[config.mk]
export PLATFORM = sky130hd
export DESIGN_NAME = pci_wide_master
export DESIGN_NICKNAME = d
export VERILOG_FILES = /design/src/rtl/pwm_pkg.sv /design/src/rtl/pwm_reset_sync.sv /design/src/rtl/pwm_cap_latch.sv /design/src/rtl/pwm_seq.sv /design/src/rtl/pwm_lanes.sv /design/src/rtl/pci_wide_master.sv
export SDC_FILE = /design/constraint.sdc
export NUM_CORES = 1
export LEC_CHECK = 0
export BUFFER_PORTS_ARGS = -buffer_cell sky130_fd_sc_hd__buf_2
export CAP_MARGIN = 5
export CORE_ASPECT_RATIO = 1.2
export CORE_MARGIN = 1
export CORE_UTILIZATION = 40
export CTS_CLUSTER_SIZE = 40
export DETAILED_ROUTE_END_ITERATION = 8
export PLACE_DENSITY = 0.72
export SYNTH_ARGS = -nofsm -noshare
export SYNTH_HDL_FRONTEND = slang
export SYNTH_HIERARCHICAL = 1
export SYNTH_SLANG_ARGS = --single-unit
[constraint.sdc]
create_clock -name clk -period 2.3 [get_ports clk]
set_clock_uncertainty 0.15 [all_clocks]
set_input_delay 0 -clock clk [delete_from_list [all_inputs] [get_ports clk]]
set_output_delay 0 -clock clk [all_outputs]
set_load 0.02 [all_outputs]
[src/rtl/pwm_pkg.sv]
package pwm_pkg;
  typedef enum logic [1:0] {
    ST_IDLE = 2'd0,
    ST_ADDR = 2'd1,
    ST_DATA = 2'd2
  } seq_state_e;

  localparam logic [3:0] CMD_MEM_WR = 4'b0111;
  localparam logic [3:0] CMD_IO_WR  = 4'b0011;
endpackage

[src/rtl/pwm_reset_sync.sv]
module pwm_reset_sync #(
  parameter int STAGES = 2
) (
  input  logic clk,
  input  logic rst_n,
  output logic rst_s
);
  logic [STAGES-1:0] chain_q;

  always_ff @(posedge clk or negedge rst_n) begin
    if (!rst_n) chain_q <= '0;
    else        chain_q <= {chain_q[STAGES-2:0], 1'b1};
  end

  assign rst_s = chain_q[STAGES-1];
endmodule

[src/rtl/pwm_cap_latch.sv]
module pwm_cap_latch (
  input  logic clk,
  input  logic rst_s,
  input  logic bus_req64_n,
  output logic armed,
  output logic cap
);
  logic armed_q, cap_q;
  logic load_en;

  // capture once, on the first edge after the synchronized release
  assign load_en = !armed_q;

  always_ff @(posedge clk or negedge rst_s) begin
    if (!rst_s) begin
      armed_q <= 1'b0;
      cap_q   <= 1'b0;
    end else if (load_en) begin
      armed_q <= 1'b1;
      cap_q   <= !bus_req64_n;
    end
  end

  assign armed = armed_q;
  assign cap   = cap_q;
endmodule

[src/rtl/pwm_seq.sv]
module pwm_seq
  import pwm_pkg::*;
#(
  parameter int LEN_W = 8
) (
  input  logic             clk,
  input  logic             rst_s,
  input  logic             armed,
  input  logic             cap,
  input  logic             req_valid,
  input  logic             req_mem,
  input  logic [LEN_W-1:0] req_beats,
  input  logic             devsel_n,
  input  logic             trdy_n,
  input  logic             ack64_n,
  output logic             req_ready,
  output logic             start,
  output logic             addr_ph,
  output logic             data_ph,
  output logic             half,
  output logic             pad,
  output logic             beat_pop,
  output logic             frame_n,
  output logic             irdy_n,
  output logic             req64_n
);
  seq_state_e       st_q, st_d;
  logic [LEN_W-1:0] beats_q, beats_d;
  logic             half_q, half_d;
  logic             dec_q, dec_d;
  logic             wide_q, wide_d;
  logic             wreq_q, wreq_d;
  logic             hit, wide_now, last, fin, reg_en;

  // outputs decoded from state
  always_comb begin
    req_ready = (st_q == ST_IDLE) && armed;
    start     = req_ready && req_valid;
    addr_ph   = (st_q == ST_ADDR);
    data_ph   = (st_q == ST_DATA);
    hit       = data_ph && !trdy_n;
    wide_now  = dec_q ? wide_q : (!devsel_n && !ack64_n);
    pad       = (beats_q == '0);
    last      = dec_q && (pad || ((beats_q == LEN_W'(1)) && (wide_q || half_q)));
    frame_n   = !(addr_ph || (data_ph && !last));
    irdy_n    = !data_ph;
    req64_n   = frame_n || !wreq_q;
    beat_pop  = hit && !pad && (wide_now || half_q);
    fin       = hit && last;
    half      = half_q;
  end

  // next state
  always_comb begin
    st_d    = st_q;
    beats_d = beats_q;
    half_d  = half_q;
    dec_d   = dec_q;
    wide_d  = wide_q;
    wreq_d  = wreq_q;
    unique case (st_q)
      ST_IDLE: begin
        if (start) begin
          st_d    = ST_ADDR;
          beats_d = req_beats;
          half_d  = 1'b0;
          wreq_d  = cap && req_mem;
          dec_d   = !(cap && req_mem);
          wide_d  = 1'b0;
        end
      end
      ST_ADDR: st_d = ST_DATA;
      ST_DATA: begin
        if (!dec_q && !devsel_n) begin
          dec_d  = 1'b1;
          wide_d = !ack64_n;
        end
        if (fin) begin
          st_d = ST_IDLE;
        end else if (beat_pop) begin
          beats_d = beats_q - LEN_W'(1);
          half_d  = 1'b0;
        end else if (hit && !pad) begin
          half_d = 1'b1;
        end
      end
      default: st_d = ST_IDLE;
    endcase
  end

  assign reg_en = (st_q != ST_IDLE) || start;

  always_ff @(posedge clk or negedge rst_s) begin
    if (!rst_s) begin
      st_q    <= ST_IDLE;
      beats_q <= '0;
      half_q  <= 1'b0;
      dec_q   <= 1'b0;
      wide_q  <= 1'b0;
      wreq_q  <= 1'b0;
    end else if (reg_en) begin
      st_q    <= st_d;
      beats_q <= beats_d;
      half_q  <= half_d;
      dec_q   <= dec_d;
      wide_q  <= wide_d;
      wreq_q  <= wreq_d;
    end
  end
endmodule

[src/rtl/pwm_lanes.sv]
module pwm_lanes
  import pwm_pkg::*;
#(
  parameter  int LANES  = 8,
  localparam int DATA_W = 8 * LANES,
  localparam int HALF_W = DATA_W / 2,
  localparam int HB     = LANES / 2,
  localparam int AL     = $clog2(LANES)
) (
  input  logic              clk,
  input  logic              rst_s,
  input  logic              start,
  input  logic [HALF_W-AL-1:0] req_beat_addr,
  input  logic              req_mem,
  input  logic              addr_ph,
  input  logic              data_ph,
  input  logic              half,
  input  logic              pad,
  input  logic [DATA_W-1:0] wdata,
  input  logic [LANES-1:0]  wbe,
  output logic [DATA_W-1:0] ad,
  output logic [LANES-1:0]  cbe_n
);
  logic [HALF_W-AL-1:0] addr_q;
  logic [3:0]           cmd_q;
  logic [HALF_W-1:0]    hi_w, lo_w, lo_sel;
  logic [HB-1:0]        be_hi, be_lo, be_sel;

  always_ff @(posedge clk or negedge rst_s) begin
    if (!rst_s) begin
      addr_q <= '0;
      cmd_q  <= CMD_IO_WR;
    end else if (start) begin
      addr_q <= req_beat_addr;
      cmd_q  <= req_mem ? CMD_MEM_WR : CMD_IO_WR;
    end
  end

  assign hi_w   = wdata[DATA_W-1:HALF_W];
  assign lo_w   = wdata[HALF_W-1:0];
  assign be_hi  = wbe[LANES-1:HB];
  assign be_lo  = wbe[HB-1:0];
  // narrow second phase moves the upper dword onto the lower lanes
  assign lo_sel = half ? hi_w : lo_w;
  assign be_sel = half ? be_hi : be_lo;

  always_comb begin
    ad    = '0;
    cbe_n = '1;
    if (addr_ph) begin
      ad[HALF_W-1:0] = {addr_q, {AL{1'b0}}};
      cbe_n[3:0]     = cmd_q;
    end else if (data_ph) begin
      ad    = {hi_w, lo_sel};
      cbe_n = pad ? '1 : ~{be_hi, be_sel};
    end
  end
endmodule

[src/rtl/pci_wide_master.sv]
module pci_wide_master
  import pwm_pkg::*;
#(
  parameter  int LANES  = 8,
  parameter  int LEN_W  = 8,
  localparam int DATA_W = 8 * LANES,
  localparam int HALF_W = DATA_W / 2,
  localparam int AL     = $clog2(LANES)
) (
  input  logic                 clk,
  input  logic                 rst_n,
  input  logic                 req_valid,
  output logic                 req_ready,
  input  logic [HALF_W-AL-1:0] req_beat_addr,
  input  logic                 req_mem,
  input  logic [LEN_W-1:0]     req_beats,
  input  logic [DATA_W-1:0]    wdata,
  input  logic [LANES-1:0]     wbe,
  output logic                 beat_pop,
  input  logic                 bus_req64_n,
  output logic                 frame_n,
  output logic                 irdy_n,
  output logic                 req64_n,
  input  logic                 trdy_n,
  input  logic                 devsel_n,
  input  logic                 ack64_n,
  output logic [DATA_W-1:0]    ad,
  output logic [LANES-1:0]     cbe_n
);
  logic rst_s, armed_q, cap_q;
  logic start, addr_ph, data_ph, half, pad;

  pwm_reset_sync #(.STAGES(2)) u_rst (
    .clk   (clk),
    .rst_n (rst_n),
    .rst_s (rst_s)
  );

  pwm_cap_latch u_cap (
    .clk         (clk),
    .rst_s       (rst_s),
    .bus_req64_n (bus_req64_n),
    .armed       (armed_q),
    .cap         (cap_q)
  );

  pwm_seq #(.LEN_W(LEN_W)) u_seq (
    .clk       (clk),
    .rst_s     (rst_s),
    .armed     (armed_q),
    .cap       (cap_q),
    .req_valid (req_valid),
    .req_mem   (req_mem),
    .req_beats (req_beats),
    .devsel_n  (devsel_n),
    .trdy_n    (trdy_n),
    .ack64_n   (ack64_n),
    .req_ready (req_ready),
    .start     (start),
    .addr_ph   (addr_ph),
    .data_ph   (data_ph),
    .half      (half),
    .pad       (pad),
    .beat_pop  (beat_pop),
    .frame_n   (frame_n),
    .irdy_n    (irdy_n),
    .req64_n   (req64_n)
  );

  pwm_lanes #(.LANES(LANES)) u_lanes (
    .clk           (clk),
    .rst_s         (rst_s),
    .start         (start),
    .req_beat_addr (req_beat_addr),
    .req_mem       (req_mem),
    .addr_ph       (addr_ph),
    .data_ph       (data_ph),
    .half          (half),
    .pad           (pad),
    .wdata         (wdata),
    .wbe           (wbe),
    .ad            (ad),
    .cbe_n         (cbe_n)
  );
endmodule

== Word level (Yosys, flattened, before mapping) ==
Cells that the tools add are included.
Cells by class
  reduce and logical (&&, ||, !) cells: 38
  bitwise gates (word level): 1
  eq/ne operators: 9
  add/subtract/negate cells: 1
  multiplexer cells: 28
Operators with widths (count)
  32-bit two-way mux: 3
  64-bit two-way mux: 1
  8-bit two-way mux: 5
  8-bit one-hot mux with 2 select lines: 1
  1-bit logical AND: 12
  4-bit two-way mux: 3
  1-bit logical NOT: 11
  5-bit AND reduction: 2
  8-bit by 1-bit == test with 1-bit output (second input constant): 1
  8-bit logical NOT: 1
  1-bit two-way mux: 8
  8-bit NOT: 1
  8-bit by 1-bit subtractor with 8-bit output (second input constant): 1
  1-bit logical OR: 6
  2-bit by 1-bit inequality test with 1-bit output (second input constant): 3
  1-bit one-hot mux with 2 select lines: 3
  2-bit one-hot mux with 3 select lines: 1
  3-bit AND reduction: 2
  2-bit two-way mux: 2
  2-bit inequality test (second input constant): 2
  4-bit AND reduction: 1
  2-bit nonzero test: 2
  3-bit two-way mux: 1
  3-bit by 2-bit inequality test with 1-bit output (second input constant): 1
  3 further kinds: 3
Storage, ports and cells
  output and inout bits: 77
  word-level logic and storage cells: 88
  flip-flop bits (word level): 51

== Logic depth before layout (Yosys ltp) ==
  depth in word-level cells: 9
  depth in mapped cells: 8

== By module ==
Netlist, hierarchy kept.
By module, submodules not included
  pwm_lanes: times used 1, cells each 219, area an instance 2145.8 um^2
  pwm_seq: times used 1, cells each 109, area an instance 922.1 um^2
  pwm_cap_latch: times used 1, cells each 5, area an instance 62.6 um^2
  pwm_reset_sync: times used 1, cells each 3, area an instance 53.8 um^2

== Worst setup path before layout ==
OpenSTA, ideal clock, no wires.
  path kind: register -> register
  start point: reg u_seq.st_q[1]
  end point: reg u_lanes.addr_q[0]
  path buffers: 1
  library setup time: 125 ps
  arrival time: 2073 ps
  setup slack: -48 ps
  data required time: 2025 ps
  clock period less this slack: 2348 ps
  cell stages (with the launch flop): 6
  cells stage by stage: dfrtp_1 -> nor3b_1 -> nand2_1 -> inv_1 -> buf_2 -> mux2_2
Between the ends
  word-level cells in the longest chain between the ends: 3
Ends and longest elaborated chain
  from (decl): RTL line pwm_seq.sv:27  | seq_state_e st_q, st_d;
  from (signal assigned): RTL line pwm_seq.sv:102  | st_q <= st_d;
  2-bit logical NOT: RTL line pwm_seq.sv:37  | req_ready = (st_q == ST_IDLE) && armed;
  1-bit logical AND: RTL line pwm_seq.sv:37
  named net req_ready: RTL line pci_wide_master.sv:13  | output logic req_ready,
  1-bit logical AND: RTL line pwm_seq.sv:38  | start = req_ready && req_valid;
  named net start: RTL line pci_wide_master.sv:31  | logic start, addr_ph, data_ph, half, pad;
  to (signal assigned): RTL line pwm_lanes.sv:34  | addr_q <= req_beat_addr;
  to (decl): RTL line pwm_lanes.sv:24  | logic [HALF_W-AL-1:0] addr_q;
The timed path passes the listed nets, and every way through them passes these cells.
A chain may end at the register's enable or synchronous reset.

== Worst setup path after layout ==
  start point: reg u_seq.dec_q
  end point: reg u_seq.wide_q
Between the ends
  word-level cells in the longest chain between the ends: 4
Ends and longest elaborated chain
  from (decl): RTL line pwm_seq.sv:30  | logic dec_q, dec_d;
  from (signal assigned): RTL line pwm_seq.sv:98  | dec_q <= 1'b0;
  from (signal assigned): RTL line pwm_seq.sv:105  | dec_q <= dec_d;
  1-bit logical NOT: RTL line pwm_seq.sv:74  | if (!dec_q && !devsel_n) begin
  1-bit logical AND: RTL line pwm_seq.sv:74
  2-bit by 1-bit inequality test with 1-bit output (no line)
  4-bit AND reduction (no line)
  to (signal assigned): RTL line pwm_seq.sv:106  | wide_q <= wide_d;
  to (decl): RTL line pwm_seq.sv:31  | logic wide_q, wide_d;
Every way passes these cells.

==> summary.md <==
| Metric | Value |
|---|---|
| Filler-free cell count of the finished design | approximately 670 |
| CTS Buf Count | 5 |
| Dpl ws | 0.2081 ns |
| P per Cell Area | around 1100 nW/µm² |
| Post-synth top area share | 0.3772 |
| Clk sinks | 48 |
| Synth Cell Area | about 3200 µm² |
| Post-synth EDFFs | 0 |
| Async S/R FF share, synth | 1.000 |
| Largest net degree at the start of global routing | 33 |
| Core area | a little under 8000 µm² |
| Starting Density | 0.4131 |
| Final worst hold slack | just over 0.08 ns |
| GPL Wtd Cong | 0.8299 |
| Fin. Hold Viols | 0 |
| Crit Path Class | reg2reg |
| Ports | slightly below 200 |
| 1st-iter DRT viols | 106 |
| Fmax | 0.4579 GHz |
| Clock Tree Buf Depth | 2 |
| Gr ovfl total | 0 |
| Synth Instances | approximately 340 |
| Clk slew on worst S/H paths | 0.10 ns |
| Routed met3 length | between 500 and 600 µm |
| Avg Cell Area, Syn | approximately 9.5 µm² |
| Die width | between 80 and 90 µm |
| Vias in the first global route | roughly 3300 |
| Post-DP HPWL | about 7000 µm |
| TritonCTS clock tree | built |
| Critical Path Slowest Stage Cell | dlygate4sd3_1 |
| FP Rows | 35 |
| Die Height | about 100 µm |
| Period utilisation layout | 0.9496 |
| Max layer used | met4 |
| Cell taking the most area after synthesis | dfrtp_1 |
| Final design utilization | 0.6315 |
| Unrepaired setup endpoints after global routing | false |
| CP endpoint kind | flip-flop |
| Syn. warnings | 6 |
| Synth cell types | a little over 50 |
| R2R setup slack | 0.12 ns |
| Area growth syn-to-layout | 52.85% |
| Drt wl/cell | between 10 and 15 µm |
| Setup TNS | 0 ns |
| Synth Flop Type | dfrtp_1 |
| H-Tree Depth | 2 |
| Gr usage total | 0.2279 |
| Sequential share of the synthesized area | 0.3772 |
| Leak pwr | 2.399 nW |
| Status | completed |
| Detail Route Antenna Nets | 0 |
| Startpoint type of the worst setup path | flip-flop |
| Placed cells | ~610 |
| Vias per cell | 5.075 |
| WL met1 | ~3900 µm |
| First-pass GRT wire length | 15310 µm |
| Critical Path AT | roughly 2.2 ns |
| DRT Pass-1 Iters | 5 |
| Critical Path Max Stage Delay | around 0.57 ns |
| Post-Syn Nets | between 400 and 500 |
| Met2 wire len | between 5000 and 6000 µm |
| Worst-path fanout max | 5 |
| #FFs+latches synth | between 40 and 50 |
| Max_cap viols | 0 |
| Clock period minus worst slack | between 2 and 2.5 ns |
| Final setup viols | 0 |
| Antenna violations before repair | 1 |
| VDD IR-drop max | between 0.0008 and 0.0009 V |
| Die area | about 8300 µm² |
| Critical Path RT | 2.35 ns |
| Vias | about 3400 |
| Setup WS post-layout | around 0.12 ns |
| Hold WC Path Type | reg2async |
| Max Slew Vio Count | 0 |
| CP cell instances | nor2_2, o21ai_0, dlygate4sd3_1, o211ai_1, dlygate4sd3_1, nand2_1 |
| Clk_lat worst skew | about 0.30 ns |
| Final Net Count | 695 |
| DR DRC count | 0 |
| Port bufs | slightly below 200 |
| Synth area leaders | dfrtp_1 (38%), mux2_2 (11%), mux2i_1 (10%) |
| Layout cells sized above 1 | 0.4531 |
| CP most frequent cell | dlygate4sd3_1 |
| Detailed Route WL | roughly 10000 µm |
| Root buf cell | clkbuf_8 |
state kept, by name (all words and copies together), names as in the netlist:
register        count
u_cap/cap           1
u_rst/chain_q       2
u_lanes/addr_q     29
u_seq/st_q          2
u_lanes/cmd_q       1
u_seq/beats_q       8
u_cap/armed         1
u_seq/half          1
u_seq/dec_q         1
u_seq/wreq_q        1
u_seq/wide_q        1
path summary, 6_finish.rpt:
kind	startpoint	end	cells past startpoint
setup / recovery	u_seq/dec_q	u_seq/wide_q	6
hold / removal	u_rst/chain_q[1]	u_seq/st_q[0]	0
setup reg to reg	u_seq/dec_q	u_seq/wide_q	6
hold reg to reg	u_rst/chain_q[1]	u_seq/st_q[0]	0
max in group asynchronous	u_rst/chain_q[1]	u_seq/dec_q	1
min in group clk	wbe[6]	cbe_n[6]	3
layer usage:
metal | global-route usage | vias up
met5 | 0 | -
met4 | 0.06519 | 0
met3 | 0.03734 | 14
met2 | 0.4256 | 141
met1 | 0.2690 | 1589
li1 | - | 1651
cells in the mapped netlist (4+ instances only):
library cell	n
nand2_1	48
mux2i_1	32
buf_6	8
o21ai_0	14
mux2_2	32
nand3_1	4
buf_2	8
nor3_1	4
nor2_1	13
inv_1	5
a21oi_1	8
o21ai_1	30
and2_1	33
dfrtp_1	48
clkbuf_1	4
power by group:
part	total [mW]	internal [mW]	switching [mW]
clock	0.736	0.438	0.298
combinational	3.19	1.36	1.83
sequential	1.50	1.23	0.276
total	5.43	3.02	2.41
what timing repair did:
action                                  CTS  global route
resized for setup                         0             2
hold buffers                             48             0
hold endpoints to repair                 46             0
endpoints found under the setup margin    0             1
buffers inserted                          0             1
critical path: cells and delay by family (launching register included):
kind / cells / cell delay (ns)
AO/OA/AOI/OAI: 2 / 0.19
flip-flops: 1 / 0.45
AND/OR/NAND/NOR: 2 / 0.17
buffers and inverters: 2 / 1.14
kinds of logic after synthesis:
family | Yosys count | synth area share
compound gates | 71 | 0.1356
fa+ha+maj | 3 | 0.01179
buf+inv | 26 | 0.05344
flops | 48 | 0.3772
mux | 66 | 0.2220
other cells | 2 | 0.002358
simple gates | 120 | 0.1977
placed cells by master, fill, tap and decap left out, drive strengths merged, types with 3 or more instances in the layout:
cell type and n:
buf 204, nand2 49, dlygate4sd3 48, dfrtp 48, o21ai 45, and2 34
mux2 34, mux2i 32, nor2 13, a21oi 8, inv 7, clkbuf 5
nor3 5, nand3 4, a31oi 3, ha 3, nor2b 3, nor3b 3
through the flow:
step | power (mW) | cell area, µm²
2_1_floorplan | 3.732 | 3189
3_3_place_gp | 4.522 | 4235
3_5_place_dp | 4.590 | 4235
4_1_cts | 5.424 | 4853
5_1_grt | 5.821 | 4867
6_report | 5.431 | 4867
final cells by class:
class | instances | area (µm²)
Antenna cell | 1 | 2.502
Clock buffer | 5 | 68.82
Clock inverter | 3 | 68.82
Fill cell | 655 | 2840
Inverter | 6 | 25.02
Multi-Input combinational cell | 262 | 1828
Sequential cell | 48 | 1205
Tap cell | 92 | 115.1
Timing Repair Buffer | 252 | 1554
(Power assumes the default switching activity.)
